$ cat src/rtl/rc_pkg.sv
package rc_pkg;

    localparam int CODE_W = 4;
    localparam logic [31:0] STOP_WORD = 32'h4080_0000;

    typedef enum logic [1:0] {
        RSP_OK   = 2'd0,
        RSP_DATA = 2'd1,
        RSP_ERR  = 2'd2
    } rsp_kind_e;

    localparam logic [CODE_W-1:0] OP_ARG     = 4'd0;
    localparam logic [CODE_W-1:0] OP_START   = 4'd1;
    localparam logic [CODE_W-1:0] OP_SETPC   = 4'd2;
    localparam logic [CODE_W-1:0] OP_BUDGET  = 4'd3;
    localparam logic [CODE_W-1:0] OP_HALT    = 4'd4;
    localparam logic [CODE_W-1:0] OP_RD_CYC  = 4'd5;
    localparam logic [CODE_W-1:0] OP_RD_INS  = 4'd6;
    localparam logic [CODE_W-1:0] OP_CLR_IRQ = 4'd7;

    // one bit per accepted operation
    typedef struct packed {
        logic arg;
        logic start;
        logic setpc;
        logic budget;
        logic halt;
        logic rd_cyc;
        logic rd_ins;
        logic clr_irq;
    } op_dec_t;

endpackage

$ cat src/rtl/rc_cmd_decode.sv
module rc_cmd_decode
    import rc_pkg::*;
(
    input  logic              cmd_valid,
    input  logic [CODE_W-1:0] cmd_code,
    input  logic              busy,
    input  logic              arg_zero,
    output op_dec_t           acc,
    output logic              rej
);

    always_comb begin
        acc = '0;
        rej = 1'b0;
        if (cmd_valid) begin
            case (cmd_code)
                OP_ARG:     if (busy) rej = 1'b1; else acc.arg = 1'b1;
                OP_START:   if (busy) rej = 1'b1; else acc.start = 1'b1;
                OP_SETPC:   if (busy) rej = 1'b1; else acc.setpc = 1'b1;
                OP_BUDGET:  if (busy || arg_zero) rej = 1'b1; else acc.budget = 1'b1;
                OP_HALT:    acc.halt = 1'b1;
                OP_RD_CYC:  acc.rd_cyc = 1'b1;
                OP_RD_INS:  acc.rd_ins = 1'b1;
                OP_CLR_IRQ: if (busy) rej = 1'b1; else acc.clr_irq = 1'b1;
                default:    rej = 1'b1;
            endcase
        end
    end

endmodule

$ cat src/rtl/rc_sat_counter.sv
module rc_sat_counter #(
    parameter int W = 32
) (
    input  logic         clk,
    input  logic         rst_n,
    input  logic         clr_i,
    input  logic         inc_i,
    output logic [W-1:0] val_o
);

    localparam logic [W-1:0] MAXV = '1;

    logic [W-1:0] cnt_d, cnt_q;

    always_comb begin
        cnt_d = cnt_q;
        if (clr_i)
            cnt_d = '0;
        else if (inc_i && cnt_q != MAXV)
            cnt_d = cnt_q + 1'b1;
    end

    always_ff @(posedge clk or negedge rst_n) begin
        if (!rst_n) cnt_q <= '0;
        else        cnt_q <= cnt_d;
    end

    assign val_o = cnt_q;

endmodule

$ cat src/rtl/rc_run_ctrl.sv
module rc_run_ctrl
    import rc_pkg::*;
#(
    parameter int DATA_W = 32,
    parameter int CNT_W  = 32
) (
    input  logic              clk,
    input  logic              rst_n,
    input  logic              cmd_valid,
    input  logic [3:0]        cmd_code,
    input  logic [DATA_W-1:0] cmd_arg,
    output logic              rsp_valid,
    output logic [1:0]        rsp_kind,
    output logic [DATA_W-1:0] rsp_data,
    output logic              core_run,
    output logic              core_pc_load,
    output logic [DATA_W-1:0] core_pc,
    input  logic              core_retire,
    input  logic [31:0]       core_instr,
    output logic              irq,
    output logic              irq_cause
);

    localparam int NCNT   = 2;
    localparam int IX_CYC = 0;
    localparam int IX_INS = 1;

    typedef struct packed {
        logic              running;
        logic              budgeted;
        logic [DATA_W-1:0] budget;
        logic [DATA_W-1:0] arg;
        logic [DATA_W-1:0] pc;
        logic              pc_load;
        logic              irq;
        logic              cause;
        logic              rsp_valid;
        logic [1:0]        rsp_kind;
        logic [DATA_W-1:0] rsp_data;
    } st_t;

    st_t s_d, s_q;

    op_dec_t dec;
    logic    rej;

    logic [NCNT-1:0]  cnt_inc;
    logic             cnt_clr;
    logic [CNT_W-1:0] cnt_val [NCNT];

    logic stop_hit, budget_end;

    rc_cmd_decode u_dec (
        .cmd_valid (cmd_valid),
        .cmd_code  (cmd_code),
        .busy      (s_q.running),
        .arg_zero  (cmd_arg == '0),
        .acc       (dec),
        .rej       (rej)
    );

    assign cnt_clr         = dec.start | dec.budget;
    assign cnt_inc[IX_CYC] = s_q.running;
    assign cnt_inc[IX_INS] = s_q.running & core_retire;

    for (genvar g = 0; g < NCNT; g++) begin : g_cnt
        rc_sat_counter #(.W(CNT_W)) u_cnt (
            .clk   (clk),
            .rst_n (rst_n),
            .clr_i (cnt_clr),
            .inc_i (cnt_inc[g]),
            .val_o (cnt_val[g])
        );
    end

    assign stop_hit   = s_q.running & core_retire & (core_instr == STOP_WORD);
    assign budget_end = s_q.running & s_q.budgeted & (s_q.budget == DATA_W'(1));

    always_comb begin
        s_d           = s_q;
        s_d.pc_load   = 1'b0;
        s_d.rsp_valid = 1'b0;
        s_d.rsp_kind  = RSP_OK;
        s_d.rsp_data  = '0;

        // core-side events
        if (s_q.running) begin
            if (s_q.budgeted)
                s_d.budget = s_q.budget - 1'b1;
            if (stop_hit) begin
                s_d.running = 1'b0;
                s_d.irq     = 1'b1;
                s_d.cause   = 1'b0;
            end else if (budget_end) begin
                s_d.running = 1'b0;
                s_d.irq     = 1'b1;
                s_d.cause   = 1'b1;
            end
        end

        // host commands
        if (cmd_valid) begin
            s_d.rsp_valid = 1'b1;
            if (rej)
                s_d.rsp_kind = RSP_ERR;
        end
        if (dec.arg)
            s_d.arg = cmd_arg;
        if (dec.setpc) begin
            s_d.pc      = s_q.arg;
            s_d.pc_load = 1'b1;
        end
        if (dec.start) begin
            s_d.running  = 1'b1;
            s_d.budgeted = 1'b0;
            s_d.irq      = 1'b0;
            s_d.cause    = 1'b0;
        end
        if (dec.budget) begin
            s_d.pc       = s_q.arg;
            s_d.pc_load  = 1'b1;
            s_d.running  = 1'b1;
            s_d.budgeted = 1'b1;
            s_d.budget   = cmd_arg;
            s_d.irq      = 1'b0;
            s_d.cause    = 1'b0;
        end
        if (dec.halt)
            s_d.running = 1'b0;
        if (dec.rd_cyc) begin
            s_d.rsp_kind = RSP_DATA;
            s_d.rsp_data = DATA_W'(cnt_val[IX_CYC]);
        end
        if (dec.rd_ins) begin
            s_d.rsp_kind = RSP_DATA;
            s_d.rsp_data = DATA_W'(cnt_val[IX_INS]);
        end
        if (dec.clr_irq)
            s_d.irq = 1'b0;
    end

    always_ff @(posedge clk or negedge rst_n) begin
        if (!rst_n) s_q <= '0;
        else        s_q <= s_d;
    end

    assign rsp_valid    = s_q.rsp_valid;
    assign rsp_kind     = s_q.rsp_kind;
    assign rsp_data     = s_q.rsp_data;
    assign core_run     = s_q.running;
    assign core_pc_load = s_q.pc_load;
    assign core_pc      = s_q.pc;
    assign irq          = s_q.irq;
    assign irq_cause    = s_q.cause;

endmodule

$ cat config.mk
export PLATFORM = sky130hd
export DESIGN_NAME = rc_run_ctrl
export DESIGN_NICKNAME = d
export VERILOG_FILES = /design/src/rtl/rc_pkg.sv /design/src/rtl/rc_cmd_decode.sv /design/src/rtl/rc_sat_counter.sv /design/src/rtl/rc_run_ctrl.sv
export SDC_FILE = /design/constraint.sdc
export NUM_CORES = 1
export LEC_CHECK = 0
export BUFFER_PORTS_ARGS = -buffer_cell sky130_fd_sc_hd__buf_2
export CORE_ASPECT_RATIO = 0.6
export CORE_MARGIN = 3
export CORE_UTILIZATION = 50
export CTS_CLUSTER_DIAMETER = 120
export DETAILED_ROUTE_END_ITERATION = 8
export GPL_TIMING_DRIVEN = 0
export PLACE_DENSITY = 0.71
export RECOVER_POWER = 50
export SLEW_MARGIN = 25
export SYNTH_ARGS = -nofsm -noshare
export SYNTH_HDL_FRONTEND = slang
export SYNTH_SLANG_ARGS = --single-unit
$ cat constraint.sdc
create_clock -name clk -period 2.9 [get_ports clk]
set_input_delay 0 -clock clk [delete_from_list [all_inputs] [get_ports clk]]
set_output_delay 0 -clock clk [all_outputs]
set_load 0.03 [all_outputs]
==> run_results.csv, run 1 <==
group,metric,value,unit
run_status,status,"finished with violations",
run_status,violations,"max-capacitance violations, max-slew violations",
setup_path,crit_arrival,3.12,ns
global_route,grt_usage,25.5,%
sta,hold_ws,0.0132,ns
setup_path,rr_worst_depth,6,
setup_path,r2r_slack,0.19,ns
layout,final_common_cell,"dfrtp_1",
sta,min_period,2.78,ns
clocking,cts_root_buf,"clkbuf_16",
setup_path,cp_max_fo,10,
setup_path,startpoint,"cmd_arg[3]",
synth,ys_seq_area_share,50.3,%
synth,netlist_area,0.00996,mm²
placed_design,dp_hpwl,19600,µm
global_route,grt_overflow,0,
setup_path,startpoint_type,"input port",
synth,synth-seq-cells,200,
drt,viasPerCell,5.97,
synth,synth_ff_type,"dfrtp_1",
layout,multiInputGateArea,0.00419,mm²
layout,fin_util,61.8,%
drt,drt_iter0_drc,941,
layout,post-route-cell-area,0.0119,mm²
floorplan,die_w,188,µm
clocking,tritoncts,"yes",
sta,fmax,360,MHz
synth,syn_inst,933,
synth,synth.distinct_cells,70,
clocking,clk_pin_slew,0.08,ns
global_route,antenna_found_initial,2,
clocking,cts.sinks,200,
layout,layout-drive-gt1-share,24.9,%
sta,rsz0062_at_grt,"no",
placed_design,port_buffers,141,
sta,worst_pin_slew,2.30,ns
drt,num_vias,8426,
synth,synthArstFlopShare,100,%
floorplan,die_y,115,µm
sta,max_slew_margin,-53.3,%
layout,final_cell_mix,"dfrtp_1, buf_2, clkbuf_1, buf_4",
power_and_ir_drop,ir_drop,0.420,mV
floorplan,fp.coreArea,0.0193,mm²
layout,area_growth,19.7,%
floorplan,ios,143,
global_route,grt_max_degree,96,
clocking,cts_setup_buffers,0,
setup_path,critPathRequiredTime,3.24,ns
power_and_ir_drop,power.leakage,5.16,nW
setup_path,end_kind,"flip-flop",
power_and_ir_drop,power_density,725,mW/mm²
synth,synth_edf_count,0,
sta,skew,0.0169,ns
floorplan,die_area,0.0217,mm²
drt,drc,0,
synth,yosysWarningCount,0,
synth,synth_nets,1009,
sta,setup_ws,0.121,ns
sta,hold_viol,0,
sta,setup_viol,0,
sta,period_share,95.8,%
setup_path,r2r-end,"g_cnt[0].u_cnt.val_o[7]$_DFFE_PN0P_",
clocking,cts-buffers-inserted,17,
setup_path,endpoint,"core_pc[16]$_DFFE_PN0P_",
sta,fin_setup_tns,0,ns
clocking,clk-insertion-delay-late,0.45,ns
floorplan,rows,39,
clocking,clock_path_buffers,2,
drt,wirelength,27000,µm
layout,final_nets,1206,
layout,fill_cells,1613,
drt,routedWlPerCell,19.2,µm
global_route,grt_pass1_wl,42900,µm
clocking,cts_htree_levels,4,
placed_design,dpl_worst_slack,0.0779,ns
synth,syn_area_per_cell,10.7,µm²
placed_design,gp_congestion,0.930,
layout,regArea,0.00500,mm²
global_route,grt_pass1_vias,7678,
placed_design,placed_cell_area,0.0111,mm²
setup_path,path_class,"input port to flip-flop",
floorplan,start_util,51.7,%
worst_hold_path,hp-class,"input port to flip-flop",
setup_path,r2r_start,"core_run$_DFF_PN0_",
run,max-cap-violations,2,
drt,detail_route.first_pass.iterations,6,
drt,ant_nets,0,
sta,final_max_slew_viol_count,185,
## per-stage QoR
step / power [mW] / std cells
floorplan: 5.46 / 933
global placement: 6.08 / 1340
detailed placement: 6.17 / 1342
CTS: 8.67 / 1409
global route: 9.08 / 1411
finish: 8.64 / 1411
## where the power goes
group	leakage (nW)	switching, mW	internal (mW)	total [mW]
clock network	0.305	1.22	1.26	2.48
logic	2.25	1.18	0.966	2.15
registers	2.60	0.613	3.40	4.01
## state kept, by name (all words and copies together) (netlist names)
register	flops
core_pc_load	1
irq	1
rsp_kind	2
s_q	65
rsp_data	32
rsp_valid	1
g_cnt.u_cnt.val_o	64
irq_cause	1
core_pc	32
core_run	1
## cells in the mapped netlist, drive strengths merged (3+ instances only)
library cell / instances / share of area (%)
nor2: 28 / 1.1
ha: 4 / 0.50
clkbuf: 37 / 1.4
and3: 13 / 0.82
o21ai: 42 / 2.1
nor4: 22 / 1.4
mux2: 63 / 7.1
a21oi: 48 / 2.4
a221o: 8 / 0.80
nor4b: 5 / 0.74
or2: 4 / 0.25
o41ai: 4 / 0.35
and4: 10 / 0.88
or4: 32 / 2.5
o21a: 4 / 0.30
inv: 18 / 0.68
mux2i: 4 / 0.40
nand4: 20 / 1.3
nand2b: 3 / 0.19
xnor2: 8 / 0.70
nand2: 63 / 2.4
a22o: 32 / 2.8
xor2: 8 / 0.70
nand3: 43 / 2.2
nor3b: 3 / 0.23
and2: 4 / 0.28
nor3: 18 / 1.1
o311ai: 13 / 1.3
buf: 76 / 5.6
o211ai: 11 / 0.83
or3: 34 / 2.1
a2111oi: 3 / 0.26
dfrtp: 200 / 50
o31ai: 25 / 1.9
## final cells by class
cell class	instances	area share, %
inverter	18	0.567
clock buffer	17	3.57
antenna	2	0.0420
timing repair buffer	178	8.39
buffer	113	5.87
sequential	200	42.0
clock inverter	15	1.63
tap	266	2.79
multi-input combinational	602	35.1
## per-layer routing
metal	global-route usage (%)	wire length, µm	vias to the layer above
met5	0	0	-
met4	6.24	374	0
met3	6.28	2860	31
met2	33.3	10500	400
met1	41.5	13300	4129
li1	-	-	3866
## timing repair
| item | 4_1_cts | 5_1_grt |
|---|---|---|
| endpoints found under the setup margin | 0 | 10 |
| hold buffers | 35 | 0 |
| hold endpoints to repair | 266 | 0 |
| gates resized for setup | 0 | 2 |
## worst min-delay path by stage
stage | start | depth (start not counted) | to | slack [ns]
floorplan | rst_n | 0 | core_pc[0]$_DFFE_PN0P_ | -0.30
global placement | cmd_valid | 1 | rsp_valid$_DFF_PN0_ | 0.18
detailed placement | rst_n | 1 | rsp_data[19]$_DFF_PN0_ | -0.16
CTS | cmd_code[3] | 3 | rsp_kind[1]$_DFF_PN0_ | 0.003
global route | cmd_code[3] | 5 | s_q[134]$_DFFE_PN0N_ | 0.05
finish | cmd_code[3] | 5 | s_q[134]$_DFFE_PN0N_ | 0.01
## cell families after synthesis
family	Yosys count	synth area share [%]
AO/OA/AOI/OAI	210	14.9
XOR/XNOR	16	1.41
adder cells (fa/ha/maj)	4	0.503
buffers and inverters	131	7.69
flip-flops	200	50.3
multiplexers	67	7.53
AND/OR/NAND/NOR	305	17.7
## worst max-delay path: stages
cell and delay (ns):
dlygate4sd3_1 0.52, buf_2 0.15, nor4_1 0.51, nand4_1 0.40, o311ai_2 0.75, buf_2 0.41
mux2_2 0.37
(Power assumes the default switching activity.)
==> run 2: changes to the inputs <==
--- a/config.mk
+++ b/config.mk
@@ -6,13 +6,15 @@
 export NUM_CORES = 1
 export LEC_CHECK = 0
 export BUFFER_PORTS_ARGS = -buffer_cell sky130_fd_sc_hd__buf_2
+export CELL_PAD_IN_SITES_DETAIL_PLACEMENT = 1
+export CELL_PAD_IN_SITES_GLOBAL_PLACEMENT = 1
 export CORE_ASPECT_RATIO = 0.6
 export CORE_MARGIN = 3
-export CORE_UTILIZATION = 50
+export CORE_UTILIZATION = 45
 export CTS_CLUSTER_DIAMETER = 120
 export DETAILED_ROUTE_END_ITERATION = 8
 export GPL_TIMING_DRIVEN = 0
-export PLACE_DENSITY = 0.71
+export PLACE_DENSITY_LB_ADDON = 0.1
 export RECOVER_POWER = 50
 export SLEW_MARGIN = 25
 export SYNTH_ARGS = -nofsm -noshare
==> run_results.csv, run 2 (synthesized netlist as in run 1, its figures left out) <==
group,metric,value,unit
run_status,status,"finished with violations",
run_status,violations,"max-capacitance violations, max-slew violations",
setup_path,r2r-end,"s_q[70]$_DFFE_PN0P_",
worst_hold_path,min_from,"core_instr[14]",
drt,drc,0,
power_and_ir_drop,power_frac_seq,45.5,%
run,max-cap-violations,2,
layout,diodes,0,
placed_design,placed_cell_area,0.0111,mm²
setup_path,crit_path_frequent_cell,"buf_2",
clocking,cts-buffers-inserted,17,
setup_path,critPathBufInv,3,
setup_path,crit_arrival,3.03,ns
floorplan,start_util,46.7,%
sta,max_slew_margin,-53.4,%
drt,ant_nets,0,
layout,final_common_cell,"dfrtp_1",
power_and_ir_drop,total_power,8.88,mW
placed_design,dp_hpwl,22800,µm
sta,fmax,369,MHz
floorplan,ios,143,
layout,top_register,"s_q",
clocking,clk_pin_slew,0.07,ns
power_and_ir_drop,power_density,741,mW/mm²
layout,largest_reg_flops,65,
global_route,grt_max_degree,94,
placed_design,dpl_worst_slack,0.0949,ns
placed_design,place_inst,1355,
clocking,tritoncts,"yes",
global_route,antenna_found_initial,0,
worst_hold_path,hold_path_end,"irq_cause$_DFFE_PN0P_",
sta,min_period,2.71,ns
sta,worst_pin_slew,2.30,ns
setup_path,critPathRequiredTime,3.23,ns
global_route,grt_pass1_wl,50100,µm
sta,final_max_slew_viol_count,184,
placed_design,gp_congestion,0.817,
setup_path,rr_worst_depth,5,
drt,drt_iter0_drc,607,
power_and_ir_drop,p_int,5.84,mW
power_and_ir_drop,power.leakage,5.18,nW
clocking,cts_root_buf,"clkbuf_16",
power_and_ir_drop,clock_power_share,29.5,%
setup_path,r2r_start,"core_run$_DFF_PN0_",
sta,period_share,93.3,%
sta,skew,0.0119,ns
layout,fill_cells,2400,
setup_path,path_class,"input port to flip-flop",
clocking,clock_path_buffers,2,
clocking,cts.sinks,200,
layout,final_nets,1208,
floorplan,die_y,121,µm
global_route,grt_pass1_vias,8580,
setup_path,cp_top_family,"buffers and inverters",
sta,rsz0062_at_grt,"no",
drt,num_vias,8574,
worst_hold_path,hold_path_depth,4,
sta,setup_ws,0.194,ns
floorplan,rows,41,
layout,final_cell_count_no_fill,1424,
setup_path,r2r_slack,0.25,ns
global_route,grt_overflow,0,
setup_path,critPathSlowestCell,"o311ai_4",
setup_path,end_kind,"flip-flop",
power_and_ir_drop,p_switching,3.03,mW
worst_hold_path,hp-class,"input port to flip-flop",
clocking,clk-insertion-delay-late,0.45,ns
floorplan,die_w,198,µm
floorplan,fp.coreArea,0.0213,mm²
setup_path,cp_slowest_stage_delay,0.66,ns
setup_path,startpoint_type,"input port",
layout,final_cell_mix,"dfrtp_1, buf_2, clkbuf_1, buf_4",
floorplan,die_area,0.0240,mm²
placed_design,port_buffers,141,
power_and_ir_drop,p_sw_share,34.2,%
power_and_ir_drop,pwr-share-comb,25.0,%
clocking,cts_setup_buffers,0,
sta,setup_viol,0,
global_route,grt_usage,27.4,%
clocking,cts_htree_levels,4,
drt,viasPerCell,6.02,
drt,wirelength,31700,µm
drt,detail_route.first_pass.iterations,5,
sta,hold_viol,0,
setup_path,cp_max_fo,10,
setup_path,cp_cell_sequence,"dlygate4sd3_1 -> buf_2 -> nor4_1 -> nand4_1 -> o311ai_4 -> buf_2 -> mux2_2",
layout,area_growth,20.2,%
layout,layout-drive-gt1-share,24.9,%
layout,post-route-cell-area,0.0120,mm²
drt,routedWlPerCell,22.3,µm
power_and_ir_drop,ir_drop,0.474,mV
-- run 2: changes by cell type in the layout (fill, tap and decap cells not counted), sizes merged --
cell / before / now
dlygate4sd3: 35 / 37
diode: 2 / 0
bufinv: 1 / 4
buf: 164 / 162
clkinv: 6 / 5
inv: 26 / 22
clkbuf: 109 / 113
-- run 2: worst max path at each step --
stage                         endpoint  cells past startpoint  slack (ns)               start
4_1_cts        core_pc[15]$_DFFE_PN0P_                      7        0.01         cmd_arg[11]
2_1_floorplan     s_q[133]$_DFFE_PN0P_                      6        0.73  core_run$_DFF_PN0_
6_report       core_pc[15]$_DFFE_PN0P_                      7        0.19         cmd_arg[17]
3_3_place_gp    core_pc[6]$_DFFE_PN0P_                      1       -1.67               rst_n
3_5_place_dp   core_pc[15]$_DFFE_PN0P_                      6        0.09         cmd_arg[11]
5_1_grt           s_q[106]$_DFFE_PN0P_                      9        0.06         cmd_arg[17]
-- run 2: final cells by class --
type / instances / area (µm²) / share of cell area, %
Timing Repair Buffer: 180 / 1020 / 8.51
Tap cell: 279 / 349 / 2.92
Clock inverter: 13 / 191 / 1.60
Inverter: 18 / 67.6 / 0.564
Buffer: 113 / 702 / 5.86
Sequential cell: 200 / 5000 / 41.8
Multi-Input combinational cell: 602 / 4200 / 35.1
Clock buffer: 19 / 443 / 3.70
-- run 2: metrics by stage --
stage                     TNS, ns  utilization, %  hold WS (ns)
after floorplan                 0               -        -0.296
after global placement    -327.30            51.6         0.182
after detailed placement        0            51.9        -0.150
after CTS                       0            56.6        0.0620
after global routing            0            56.1         0.136
final                           0            56.1        0.0608
-- run 2: layer usage --
layer | part of all wire (%) | GRT usage (%)
met5 | 0 | 0
met2 | 40 | 36.9
met1 | 52 | 45.1
met4 | 1.1 | 5.61
met3 | 7.0 | 5.44
-- run 2: power groups by stage --
stage,logic (mW),clock network [mW],registers [mW]
global route,2.43,2.78,4.14
CTS,2.26,2.66,4.02
floorplan,1.60,0,3.85
detailed placement,2.20,0,4.06
global placement,2.11,0,4.03
finish,2.22,2.62,4.04
-- run 2: repair_timing --
action / CTS / global route
setup endpoints to repair: 0 / 44
hold buffers: 37 / 0
resized for setup: 0 / 6
hold endpoints to repair: 267 / 0
-- run 2: worst reg2reg max path: cells and delay by family (launching register included) --
family        cells  cell delay [ns]
simple gates      2             1.05
flops             1             0.40
mux               1             0.39
buf+inv           2             0.69
==> run 3: changes to the inputs <==
--- a/config.mk
+++ b/config.mk
@@ -5,12 +5,12 @@
 export SDC_FILE = /design/constraint.sdc
 export NUM_CORES = 1
 export LEC_CHECK = 0
+export ABC_AREA = 1
 export BUFFER_PORTS_ARGS = -buffer_cell sky130_fd_sc_hd__buf_2
 export CELL_PAD_IN_SITES_DETAIL_PLACEMENT = 1
 export CELL_PAD_IN_SITES_GLOBAL_PLACEMENT = 1
 export CORE_ASPECT_RATIO = 0.6
-export CORE_MARGIN = 3
-export CORE_UTILIZATION = 45
+export CORE_UTILIZATION = 43
 export CTS_CLUSTER_DIAMETER = 120
 export DETAILED_ROUTE_END_ITERATION = 8
 export GPL_TIMING_DRIVEN = 0
==> run_results.csv, run 3 <==
group,metric,value,unit
clocking,clk_pin_slew,0.08,ns
setup_path,critPathRequiredTime,3.30,ns
clocking,cts-buffers-inserted,17,
global_route,grt_max_degree,79,
drt,viasPerCell,5.40,
worst_hold_path,hp-class,"input port to flip-flop",
sta,period_share,87.3,%
sta,min_period,2.53,ns
drt,drt_iter0_drc,1277,
synth,syn_area_per_cell,7.20,µm²
floorplan,die_w,216,µm
setup_path,crit_path_frequent_cell,"nand2_1",
synth,ys_seq_area_share,42.2,%
clocking,cts_htree_levels,4,
power_and_ir_drop,power_density,661,mW/mm²
layout,layout-drive-gt1-share,16.6,%
floorplan,fp.coreArea,0.0268,mm²
floorplan,start_util,44.3,%
setup_path,cp_max_fo,10,
layout,final_cell_count_no_fill,2220,
layout,final_cell_mix,"nand2_1, nor2_1, dfrtp_1, nand3_1, inv_1",
synth,synth.distinct_cells,34,
drt,num_vias,12000,
clocking,tritoncts,"yes",
power_and_ir_drop,power_frac_seq,41.7,%
synth,syn_inst,1646,
sta,worst_pin_slew,1.30,ns
drt,wirelength,44800,µm
setup_path,critPathSlowestCell,"nand2_1",
power_and_ir_drop,p_switching,3.66,mW
power_and_ir_drop,ir_drop,0.505,mV
sta,fmax,395,MHz
power_and_ir_drop,pwr-share-comb,31.6,%
sta,final_max_slew_viol_count,0,
setup_path,crit_arrival,2.93,ns
synth,synth_common_cells,"nand2_1, nor2_1, dfrtp_1",
sta,rsz0062_at_grt,"no",
layout,largest_reg_flops,65,
drt,drc,0,
synth,synth_nets,1722,
synth,synth_edf_count,0,
layout,final_nets,1923,
floorplan,rows,46,
placed_design,dpl_worst_slack,0.441,ns
setup_path,cp_top_family,"simple AND/OR/NAND/NOR gates",
layout,diodes,0,
sta,max_slew_margin,13.1,%
power_and_ir_drop,power.leakage,7.12,nW
floorplan,ios,143,
synth,netlist_area,0.0118,mm²
setup_path,path_class,"flip-flop to flip-flop",
setup_path,startpoint_type,"flip-flop",
synth,yosys.area.top_type_share,42.2,%
setup_path,cp_cell_sequence,"buf_4 -> nor2_4 -> nand3_1 -> nand2_1 -> buf_2 -> nand2_1 -> nand2_1",
clocking,ctsResizeCount,0,
layout,area_growth,17.7,%
sta,hold_viol,0,
drt,routedWlPerCell,20.2,µm
global_route,grt_pass1_wl,68400,µm
clocking,cts.sinks,200,
run,max-cap-violations,0,
synth,yosysWarningCount,0,
placed_design,gp_congestion,0.949,
clocking,cts_root_buf,"clkbuf_16",
floorplan,die_area,0.0282,mm²
drt,detail_route.first_pass.iterations,5,
setup_path,cp_slowest_stage_delay,0.62,ns
run_status,status,"finished clean",
setup_path,end_kind,"flip-flop",
power_and_ir_drop,clock_power_share,26.7,%
clocking,clock_path_buffers,2,
global_route,antenna_found_initial,1,
global_route,grt_overflow,0,
synth,synth-seq-cells,200,
global_route,grt_usage,32.5,%
layout,final_common_cell,"nand2_1",
synth,synth_area_leader_cell,"dfrtp_1",
placed_design,place_inst,2150,
sta,setup_viol,0,
synth,synth_ff_type,"dfrtp_1",
clocking,clk-insertion-delay-late,0.47,ns
placed_design,port_buffers,142,
drt,ant_nets,0,
sta,setup_ws,0.367,ns
layout,top_register,"s_q",
power_and_ir_drop,p_int,5.56,mW
setup_path,critPathBufInv,2,
sta,hold_ws,0.0176,ns
global_route,grt_pass1_vias,11600,
synth,synthMostInstantiatedCell,"nand2_1",
placed_design,dp_hpwl,35100,µm
floorplan,die_y,131,µm
synth,synth_area_leaders,"dfrtp_1, nand2_1, nor2_1",
sta,skew,0.0150,ns
power_and_ir_drop,p_sw_share,39.7,%
synth,synthArstFlopShare,100,%
[run 3: final timing paths]
check / to / slack, ns / depth (start not counted) / startpoint
worst min-delay path: irq$_DFFE_PN0P_ / 0.02 / 6 / cmd_code[2]
worst max register to register: core_pc[16]$_DFFE_PN0P_ / 0.37 / 7 / core_run$_DFF_PN0_
max in group asynchronous: s_q[120]$_DFFE_PN0P_ / 0.72 / 3 / rst_n
worst max-delay path: core_pc[16]$_DFFE_PN0P_ / 0.37 / 7 / core_run$_DFF_PN0_
min in group asynchronous: g_cnt[1].u_cnt.val_o[12]$_DFFE_PN0P_ / 0.33 / 2 / rst_n
worst min register to register: core_pc[29]$_DFFE_PN0P_ / 0.47 / 2 / s_q[99]$_DFFE_PN0P_
[run 3: cell families after synthesis]
logic type | synth area share [%]
muxes | 3.04
buffers and inverters | 12.1
DFF | 42.2
AOI/OAI and AO/OA | 3.15
and+or+nand+nor | 37.4
adders and majority gates | 0.422
xor gates and xnor gates | 1.63
[run 3: timing repair]
action                     CTS  global route
setup buffers                0             0
hold buffers                38             0
setup endpoints to repair    0             0
hold endpoints to repair   272             0
[run 3: layout make-up]
cell class	count	area, µm²
sequential	200	5000
fill	3545	12800
clock buffer	17	425
buffer	117	795
clock inverter	15	155
tap	360	450
timing repair buffer	182	1060
multi-input combinational	1160	5410
inverter	169	637
[run 3: through the flow]
step | setup TNS (ns) | cell area [µm²] | total power, mW | util, %
finish | 0 | 13900 | 9.22 | 52.1
global route | 0 | 13900 | 9.73 | 52.1
CTS | 0 | 14000 | 9.21 | 52.4
detailed placement | 0 | 13100 | 6.69 | 48.9
global placement | -348.57 | 13000 | 6.57 | 48.6
floorplan | 0 | 11800 | 5.72 | -
[run 3: tightest hold or removal path, cell delays in order]
cell	delay, ns
buf_2	0.11
inv_1	0.06
nor2_1	0.05
nand3_1	0.07
nand2_1	0.05
nor2_1	0.09
[run 3: power groups by stage]
stage	sequential, mW	combinational (mW)	clock, mW
after global routing	3.91	3.22	2.59
after global placement	3.85	2.73	0
after floorplan	3.71	2.01	0
after detailed placement	3.87	2.82	0
final	3.84	2.92	2.46
after CTS	3.83	2.90	2.48
[run 3: routing by layer]
layer	wire (µm)	GRT usage (%)
met1	22900	51.5
met2	17000	42.3
met3	4460	10.2
met4	400	5.92
met5	13	0
